$ cat src/rtl/instr_ring_pkg.sv
package instr_ring_pkg;
  // Control-to-datapath strobes of one transport node, valid in the accept cycle.
  typedef struct packed {
    logic fwd;   // pass the input word on to the next node
    logic wr;    // write the input word to the kernel register file
    logic done;  // this accept completes the node's own segment
  } nodeStrobe_t;
endpackage

$ cat src/rtl/ring_node_ctrl.sv
module ring_node_ctrl
  import instr_ring_pkg::*;
#(
  parameter int MY_ID = 0,
  parameter int ID_W  = 8,
  parameter int CNT_W = 16,
  parameter int IDX_W = 8
) (
  input  logic             clk,
  input  logic             rstN,
  input  logic             inValid,
  input  logic [ID_W-1:0]  hdrId,
  input  logic [CNT_W-1:0] hdrCount,
  input  logic             outValid,
  input  logic             outReady,
  output logic             inReady,
  output nodeStrobe_t      strobe,
  output logic [IDX_W-1:0] wrIdx
);
  logic [CNT_W-1:0] remaining;
  logic             mine;
  logic [IDX_W-1:0] idxQ;
  logic             accept, isHdr, hdrMine;

  assign inReady = !outValid || outReady;
  assign accept  = inValid && inReady;
  assign isHdr   = (remaining == '0);
  assign hdrMine = (hdrId == ID_W'(MY_ID));
  assign wrIdx   = idxQ;

  always_comb begin
    strobe.fwd  = accept && (isHdr ? !hdrMine : !mine);
    strobe.wr   = accept && !isHdr && mine;
    strobe.done = accept && ((isHdr && hdrMine && hdrCount == '0) ||
                             (!isHdr && mine && remaining == CNT_W'(1)));
  end

  always_ff @(posedge clk) begin
    if (!rstN) begin
      remaining <= '0;
      mine      <= 1'b0;
      idxQ      <= '0;
    end else if (accept) begin
      if (isHdr) begin
        remaining <= hdrCount;
        mine      <= hdrMine;
        idxQ      <= '0;
      end else begin
        remaining <= remaining - 1'b1;
        if (mine) idxQ <= idxQ + 1'b1;
      end
    end
  end


  hdr_len_chk: assert property (@(posedge clk) disable iff (!rstN)
    accept && isHdr |=> remaining == $past(hdrCount));


  done_ends_seg_chk: assert property (@(posedge clk) disable iff (!rstN)
    strobe.done |=> remaining == '0);


  claim_no_fwd_chk: assert property (@(posedge clk) disable iff (!rstN)
    mine && !isHdr && accept |-> !strobe.fwd);
endmodule

$ cat src/rtl/ring_node_dp.sv
module ring_node_dp
  import instr_ring_pkg::*;
#(
  parameter int WORD_W = 32,
  parameter int IDX_W  = 8
) (
  input  logic              clk,
  input  logic              rstN,
  input  logic [WORD_W-1:0] inData,
  input  nodeStrobe_t       strobe,
  input  logic [IDX_W-1:0]  wrIdxIn,
  input  logic              outReady,
  output logic              outValid,
  output logic [WORD_W-1:0] outData,
  output logic              cfgWrEn,
  output logic [IDX_W-1:0]  cfgWrIdx,
  output logic [WORD_W-1:0] cfgWrData,
  output logic              cfgDone
);
  always_ff @(posedge clk) begin
    if (!rstN) begin
      outValid  <= 1'b0;
      outData   <= '0;
      cfgWrEn   <= 1'b0;
      cfgWrIdx  <= '0;
      cfgWrData <= '0;
      cfgDone   <= 1'b0;
    end else begin
      if (strobe.fwd) begin
        outValid <= 1'b1;
        outData  <= inData;
      end else if (outReady) begin
        outValid <= 1'b0;
      end
      cfgWrEn <= strobe.wr;
      cfgDone <= strobe.done;
      if (strobe.wr) begin
        cfgWrIdx  <= wrIdxIn;
        cfgWrData <= inData;
      end
    end
  end


  hold_chk: assert property (@(posedge clk) disable iff (!rstN)
    outValid && !outReady |=> outValid && $stable(outData));


  idx_step_chk: assert property (@(posedge clk) disable iff (!rstN)
    cfgWrEn |=> !cfgWrEn || cfgWrIdx == '0 || cfgWrIdx == $past(cfgWrIdx) + 1'b1);


  one_stage_chk: assert property (@(posedge clk) disable iff (!rstN)
    $rose(outValid) |-> $past(strobe.fwd));
endmodule

$ cat src/rtl/instr_ring.sv
module instr_ring
  import instr_ring_pkg::*;
#(
  parameter int NUM_KERNELS = 3,
  parameter int BASE_ID     = 16,
  parameter int WORD_W      = 32,
  parameter int ID_W        = 8,
  parameter int CNT_W       = 16,
  parameter int IDX_W       = 8
) (
  input  logic                          clk,
  input  logic                          rstN,
  input  logic                          srcValid,
  input  logic [WORD_W-1:0]             srcData,
  output logic                          srcReady,
  output logic                          ringOutValid,
  output logic [WORD_W-1:0]             ringOutData,
  input  logic                          ringOutReady,
  output logic [NUM_KERNELS-1:0]        cfgWrEn,
  output logic [NUM_KERNELS*IDX_W-1:0]  cfgWrIdx,
  output logic [NUM_KERNELS*WORD_W-1:0] cfgWrData,
  output logic [NUM_KERNELS-1:0]        cfgDone
);
  localparam int ID_LSB = WORD_W - ID_W;

  logic              linkValid [NUM_KERNELS+1];
  logic              linkReady [NUM_KERNELS+1];
  logic [WORD_W-1:0] linkData  [NUM_KERNELS+1];

  assign linkValid[0] = srcValid;
  assign linkData[0]  = srcData;
  assign srcReady     = linkReady[0];

  assign ringOutValid           = linkValid[NUM_KERNELS];
  assign ringOutData            = linkData[NUM_KERNELS];
  assign linkReady[NUM_KERNELS] = ringOutReady;

  for (genvar k = 0; k < NUM_KERNELS; k++) begin : g_node
    nodeStrobe_t      strobe;
    logic [IDX_W-1:0] wrIdx;

    ring_node_ctrl #(
      .MY_ID(BASE_ID + k), .ID_W(ID_W), .CNT_W(CNT_W), .IDX_W(IDX_W)
    ) u_ctrl (
      .clk      (clk),
      .rstN     (rstN),
      .inValid  (linkValid[k]),
      .hdrId    (linkData[k][WORD_W-1:ID_LSB]),
      .hdrCount (linkData[k][CNT_W-1:0]),
      .outValid (linkValid[k+1]),
      .outReady (linkReady[k+1]),
      .inReady  (linkReady[k]),
      .strobe   (strobe),
      .wrIdx    (wrIdx)
    );

    ring_node_dp #(.WORD_W(WORD_W), .IDX_W(IDX_W)) u_dp (
      .clk       (clk),
      .rstN      (rstN),
      .inData    (linkData[k]),
      .strobe    (strobe),
      .wrIdxIn   (wrIdx),
      .outReady  (linkReady[k+1]),
      .outValid  (linkValid[k+1]),
      .outData   (linkData[k+1]),
      .cfgWrEn   (cfgWrEn[k]),
      .cfgWrIdx  (cfgWrIdx[k*IDX_W +: IDX_W]),
      .cfgWrData (cfgWrData[k*WORD_W +: WORD_W]),
      .cfgDone   (cfgDone[k])
    );
  end


  reset_quiet_chk: assert property (@(posedge clk)
    !rstN |=> !ringOutValid && cfgWrEn == '0 && cfgDone == '0);
endmodule

$ cat config.mk
export PLATFORM = sky130hd
export DESIGN_NAME = instr_ring
export DESIGN_NICKNAME = d
export VERILOG_FILES = /design/src/rtl/instr_ring_pkg.sv /design/src/rtl/ring_node_ctrl.sv /design/src/rtl/ring_node_dp.sv /design/src/rtl/instr_ring.sv
export SDC_FILE = /design/constraint.sdc
export NUM_CORES = 1
export LEC_CHECK = 0
export BUFFER_PORTS_ARGS = -buffer_cell sky130_fd_sc_hd__clkbuf_2
export CAP_MARGIN = 20
export CELL_PAD_IN_SITES_DETAIL_PLACEMENT = 1
export CELL_PAD_IN_SITES_GLOBAL_PLACEMENT = 2
export CORE_ASPECT_RATIO = 1.1
export CORE_MARGIN = 2
export CORE_UTILIZATION = 37
export CTS_CLUSTER_DIAMETER = 60
export CTS_CLUSTER_SIZE = 40
export DETAILED_ROUTE_END_ITERATION = 16
export PLACE_DENSITY = 0.85
export SYNTH_ARGS = -nofsm -noshare
export SYNTH_HDL_FRONTEND = slang
export SYNTH_HIERARCHICAL = 1
export SYNTH_SLANG_ARGS = --single-unit
export TNS_END_PERCENT = 100
$ cat constraint.sdc
create_clock -name clk -period 2.9 [get_ports clk]
set_input_delay 0.29 -clock clk [delete_from_list [all_inputs] [get_ports clk]]
set_output_delay 0.29 -clock clk [all_outputs]
set_load 0.005 [all_outputs]
======== After elaboration in Yosys (flattened, before gate mapping) ========
Index checks and enable logic that the tools add are counted.
word-level totals
  flip-flop bits (word level) ............. 300
  bits of input ports ..................... 36
  output and inout port bits .............. 160
  logic and storage cells ................. 120
operators by class
  add/subtract/negate cells ............... 6
  equal/unequal tests ..................... 6
  multiplexer cells ....................... 18
  reduce and logical (&&, ||, !) cells .... 63
operators with widths
  cell                   count
  $logic_not 16->1       6
  $eq 16x1->1 const B    3
  $mux 16                3
  $mux 8                 6
  $sub 16x1->16 const B  3
  $logic_and 1x1->1      27
  $add 8x1->8 const B    3
  $eq 8x5->1 const B     3
  $logic_not 1->1        12
  $reduce_and 2->1       6
  $reduce_bool 2->1      6
  $mux 1                 9
  $logic_or 1x1->1       6

======== Logic depth before layout (Yosys ltp) ========
  word-level depth ........................ 7
  mapped depth ............................ 13
  depth with buffers taken out ............ 8

======== Modules after synthesis ========
The synthesis kept the hierarchy.
modules (own cells, without submodules)
  module                              instances  cells an instance  area each (µm²)  sequential area each (µm²)
  ring_node_dp                        3          240                2899.0           1501.4
  ring_node_ctrl at g_node[2].u_ctrl  1          210                1734.2           500.5
  ring_node_ctrl at g_node[1].u_ctrl  1          208                1677.9           500.5
  ring_node_ctrl at g_node[0].u_ctrl  1          208                1675.4           500.5

======== Worst setup path after synthesis ========
No wires, ideal clock.
  path type ............................... register -> register
  start point ............................. register g_node[0].u_ctrl.remaining[0]
  end point ............................... register g_node[0].u_dp.outData[0]
  library setup time ...................... 0.116 ns
  arrival ................................. 2.382 ns
  data required time ...................... 2.784 ns
  slack ................................... 0.402 ns
  stages on the path, launching flop included .. 12
  path buffers ............................ 3
  clock period less this slack ............ 2.498 ns
  cell sequence ........................... dfxtp_1 inv_1 ha_1 nor3b_1 nand4_2 clkbuf_1 mux2i_1 nor2_1 buf_6 buf_12 mux2i_1 nor2b_1
RTL lines
  item                      RTL line              RTL
  start: declaration        ring_node_ctrl.sv:20  logic [CNT_W-1:0] remaining;
  start signal: assignment  ring_node_ctrl.sv:45  remaining <= hdrCount;
  start signal: assignment  ring_node_ctrl.sv:49  remaining <= remaining - 1'b1;
  end signal: assignment    ring_node_dp.sv:31    outData <= inData;
  end: declaration          ring_node_dp.sv:14    output logic [WORD_W-1:0] outData,

==> results.txt <==
----------------------------------------------------
[Layout]
  Layout area overhead ... 16.0%
  Storage element area ... between 0.006 and 0.007 mm2
  Area occupied by multi-input gates ... around 0.0069 mm2
  Fraction of layout instances using a drive strength above 1 ... 0.216
  Ant. Diodes ... 0
  Count of filler cells inserted in the layout ... between 4000 and 5000
  Number of nets in the finished design ... 1570

[STA]
  Post-Route Skew ... around 0.018 ns
  Final-report max-slew violation count ... 0
  RSZ-0062 raised after global routing ... no
  Maximum achievable frequency ... 401 MHz
  Final Hold Viols ... 0
  Min cycle time layout ... 2.49 ns
  Headroom to the max-slew limit ... 0.552
  Final WS setup ... around 0.41 ns
  Period utilisation layout ... 0.859
  Tightest Pin Transition ... approximately 0.67 ns
  Number of failing setup endpoints in the final timing report ... 0
  Total Neg Setup Slack ... 0 ns

[Min path]
  Worst hold stages ... 3
  Worst min-delay path category ... input port to flop

[Setup path]
  Kind of end point of the critical path ... flop
  Worst Path Required ... roughly 3.3 ns
  Largest driver fanout on the critical path ... 23
  WS Path Type ... flop to flop
  Depth of the worst register-to-register path ... 8
  WP data arrival ... about 2.9 ns
  Startpoint type of the worst setup path ... flop

[Placed design]
  Placed wire-length estimate ... about 28 mm
  Port buffer count ... about 200
  Final weighted congestion in routability-driven placement ... around 0.86
  Pre-CTS setup slack ... about 0.43 ns

[Global route]
  Met1 usage in global routing ... 0.256
  Via count of the first global-routing pass ... 10900
  Remaining Overflow, GRT ... 0
  Global routing's busiest layer ... met2
  Antenna violations before repair ... 0
  Largest net degree at the start of global routing ... 88
  Global-route total usage across every layer ... 0.197
  Met2 Resource Use GR ... 0.346
  Met3 track utilization from global routing ... 0.0262
  Wire length of the first global-routing pass ... 61.8 mm

[Power]
  Switch share ... 0.354
  Register share of total power ... 0.367
  Static Leakage ... ~5.9 nW
  Clock power frac ... 0.307
  Reported net switching power ... ~0.0046 W
  Worst IR drop on VDD ... slightly below 0.0006 V
  Combinational fraction of design power ... 0.325
  Internal power ... around 0.0085 W
  Pwr/cell area ... between 800 and 900 mW/mm2

[Die]
  Die height ... around 210 um
  Area of the die ... just under 0.04 mm2
  Die span in x ... roughly 190 um
  Standard-cell row count ... 74
  Core Footprint ... between 0.03 and 0.04 mm2
  Starting density of the core ... 0.373
  Count of boundary I/O pins ... 196

[Logic synthesis]
  Seq/Total Area, Yosys ... 0.436
  Synthesized Nets ... between 1000 and 1500
  Unique cell type count in the Yosys netlist ... 73
  Number of standard cells after synthesis ... ~1300
  Mean Syn Cell Area ... between 10 and 15 um2
  Flip-flop and latch count after synthesis ... 300
  Share of flip-flops with an asynchronous set or reset after synthesis ... 0
  Synth area leaders ... sky130_fd_sc_hd__dfxtp_1, sky130_fd_sc_hd__mux2i_1, sky130_fd_sc_hd__nor2b_1
  Area share of the largest cell type after synthesis ... 0.436
  Count of flip-flops with a built-in enable after synthesis ... 0
  Synth Flop Type ... sky130_fd_sc_hd__dfxtp_1
  Count of synthesis-stage warnings from yosys ... 6
  Post-synth top cells ... sky130_fd_sc_hd__dfxtp_1, sky130_fd_sc_hd__mux2i_1, sky130_fd_sc_hd__nor2b_1
  Most common cell in the netlist ... sky130_fd_sc_hd__dfxtp_1
  Largest area contributor in the synthesized netlist ... sky130_fd_sc_hd__dfxtp_1
  Synthesized cell area ... 0.0138 mm2

[Detailed routing]
  Via count ... 10700
  Routed wire length ... roughly 39 mm
  Mean routed wirelength per cell ... about 19 um
  DRC ... 0
  Iter 0 DRT Violations ... approximately 550
  Total iterations of the first detailed-routing run ... 5
  Number of vias per cell ... 5.26
  Antenna-violating nets left ... 0

[Clocking]
  Number of resized instances in the post-cts repair step ... 0
  Clk Latency, worst-skew pair ... 0.55 ns
  Clock Tree Root ... sky130_fd_sc_hd__clkbuf_16
  Number of buffers inserted by hold repair at cts ... 0
  CTS tree ... done
  Clock slew at reported path FFs ... around 0.08 ns
  Number of levels the H-tree was split into ... 1
  CTS Buf Count ... 27
  Clock sinks ... 300
  # Post-CTS Setup Buffers ... 0
  Number of buffers on the longest clock path ... 3

[Run]
  Max Cap Violations ... 0

[Run status]
  Result of the run ... complete, no violations

----------------------------------------------------
cell families (layout without fill, tap and decap cells):
| group | after synthesis | count (layout) | synth area share |
|---|---|---|---|
| buffers and inverters | 117 | 314 | 0.0683 |
| DFF | 300 | 300 | 0.436 |
| muxes | 244 | 244 | 0.177 |
| and+or+nand+nor | 509 | 509 | 0.227 |
| AOI/OAI and AO/OA | 164 | 164 | 0.0811 |
| adders and majority gates | 12 | 12 | 0.0109 |
per-layer routing:
| layer | up-vias | wire, um |
|---|---|---|
| met4 | 0 | 703 |
| met2 | 220 | 18700 |
| met5 | - | 0 |
| li1 | 5175 | - |
| met1 | 5286 | 17800 |
| met3 | 42 | 1580 |
flip-flops by register name, indices dropped and copies added (netlist names):
name                     flops
g_node.u_dp/cfgWrData       96
g_node.u_dp/outData         96
g_node.u_ctrl/remaining     48
g_node.u_ctrl/wrIdx         24
g_node.u_dp/cfgWrIdx        24
g_node.u_ctrl/mine           3
g_node.u_dp/cfgDone          3
g_node.u_dp/cfgWrEn          3
g_node.u_dp/outValid         3
layout make-up:
type,count,area share
multi-input combinational,929,0.429
sequential,300,0.376
timing repair buffer,237,0.0866
clock buffer,29,0.0434
tap,494,0.0387
clock inverter,21,0.0198
inverter,27,0.00634
layout by cell type (no fill, tap or decap), types with 7 or more instances in the layout:
master,instances
sky130_fd_sc_hd__o211ai_1,8
sky130_fd_sc_hd__o21ai_0,24
sky130_fd_sc_hd__ha_1,12
sky130_fd_sc_hd__buf_4,35
sky130_fd_sc_hd__mux2i_1,242
sky130_fd_sc_hd__a21oi_1,29
sky130_fd_sc_hd__nor3b_1,7
sky130_fd_sc_hd__nand2_1,72
sky130_fd_sc_hd__inv_1,24
sky130_fd_sc_hd__nor2b_1,223
sky130_fd_sc_hd__nor4_1,26
sky130_fd_sc_hd__and2_1,11
sky130_fd_sc_hd__o22ai_1,26
sky130_fd_sc_hd__a31oi_1,13
sky130_fd_sc_hd__nand2b_1,7
sky130_fd_sc_hd__clkbuf_16,27
sky130_fd_sc_hd__nand4_1,16
sky130_fd_sc_hd__nand3_1,32
sky130_fd_sc_hd__or3_1,13
sky130_fd_sc_hd__nor4_2,7
sky130_fd_sc_hd__nor2_1,13
sky130_fd_sc_hd__nor3_1,16
sky130_fd_sc_hd__dfxtp_1,300
sky130_fd_sc_hd__clkbuf_2,194
sky130_fd_sc_hd__or4_1,8
sky130_fd_sc_hd__buf_12,7
sky130_fd_sc_hd__nand3b_1,10
worst max-delay path, cell delays in order (launching register included):
cell and delay (ns):
sky130_fd_sc_hd__dfxtp_1 0.36, sky130_fd_sc_hd__inv_1 0.13, sky130_fd_sc_hd__ha_1 0.17, sky130_fd_sc_hd__nor3b_2 0.38, sky130_fd_sc_hd__nand4_4 0.27, sky130_fd_sc_hd__a211oi_4 0.31
sky130_fd_sc_hd__buf_4 0.41, sky130_fd_sc_hd__mux2i_1 0.29, sky130_fd_sc_hd__nor2b_1 0.07
metrics by stage:
stage	instances	power (W)	hold slack (ns)	utilization	cell area, um2
after global routing	2037	0.0138	0.0174	0.433	16000
after detailed placement	1987	0.00910	0.481	0.405	15000
after global placement	1987	0.00897	0.470	0.405	15000
after floorplan	1346	0.00794	0.438	-	13800
final	2037	0.0131	0.0209	0.433	16000
after CTS	2037	0.0132	0.00481	0.433	16000
path summary, 6_finish.rpt:
kind / start / to / slack [ns]
max: g_node[2].u_ctrl/remaining[0] / g_node[2].u_dp/outData[19] / 0.41
min: srcData[23] / g_node[0].u_dp/cfgWrData[23] / 0.02
max reg2reg: g_node[2].u_ctrl/remaining[0] / g_node[2].u_dp/outData[19] / 0.41
min reg2reg: g_node[0].u_ctrl/wrIdx[7] / g_node[0].u_ctrl/wrIdx[7] / 0.50
power groups by stage:
stage / clock network [W] / logic, W / registers [W]
3_5_place_dp: 0 / 0.00420 / 0.00490
6_report: 0.00403 / 0.00427 / 0.00482
2_1_floorplan: 0 / 0.00324 / 0.00470
5_1_grt: 0.00431 / 0.00465 / 0.00486
4_1_cts: 0.00416 / 0.00425 / 0.00480
3_3_place_gp: 0 / 0.00409 / 0.00488
No activity file was read; power rests on OpenSTA's default activity.
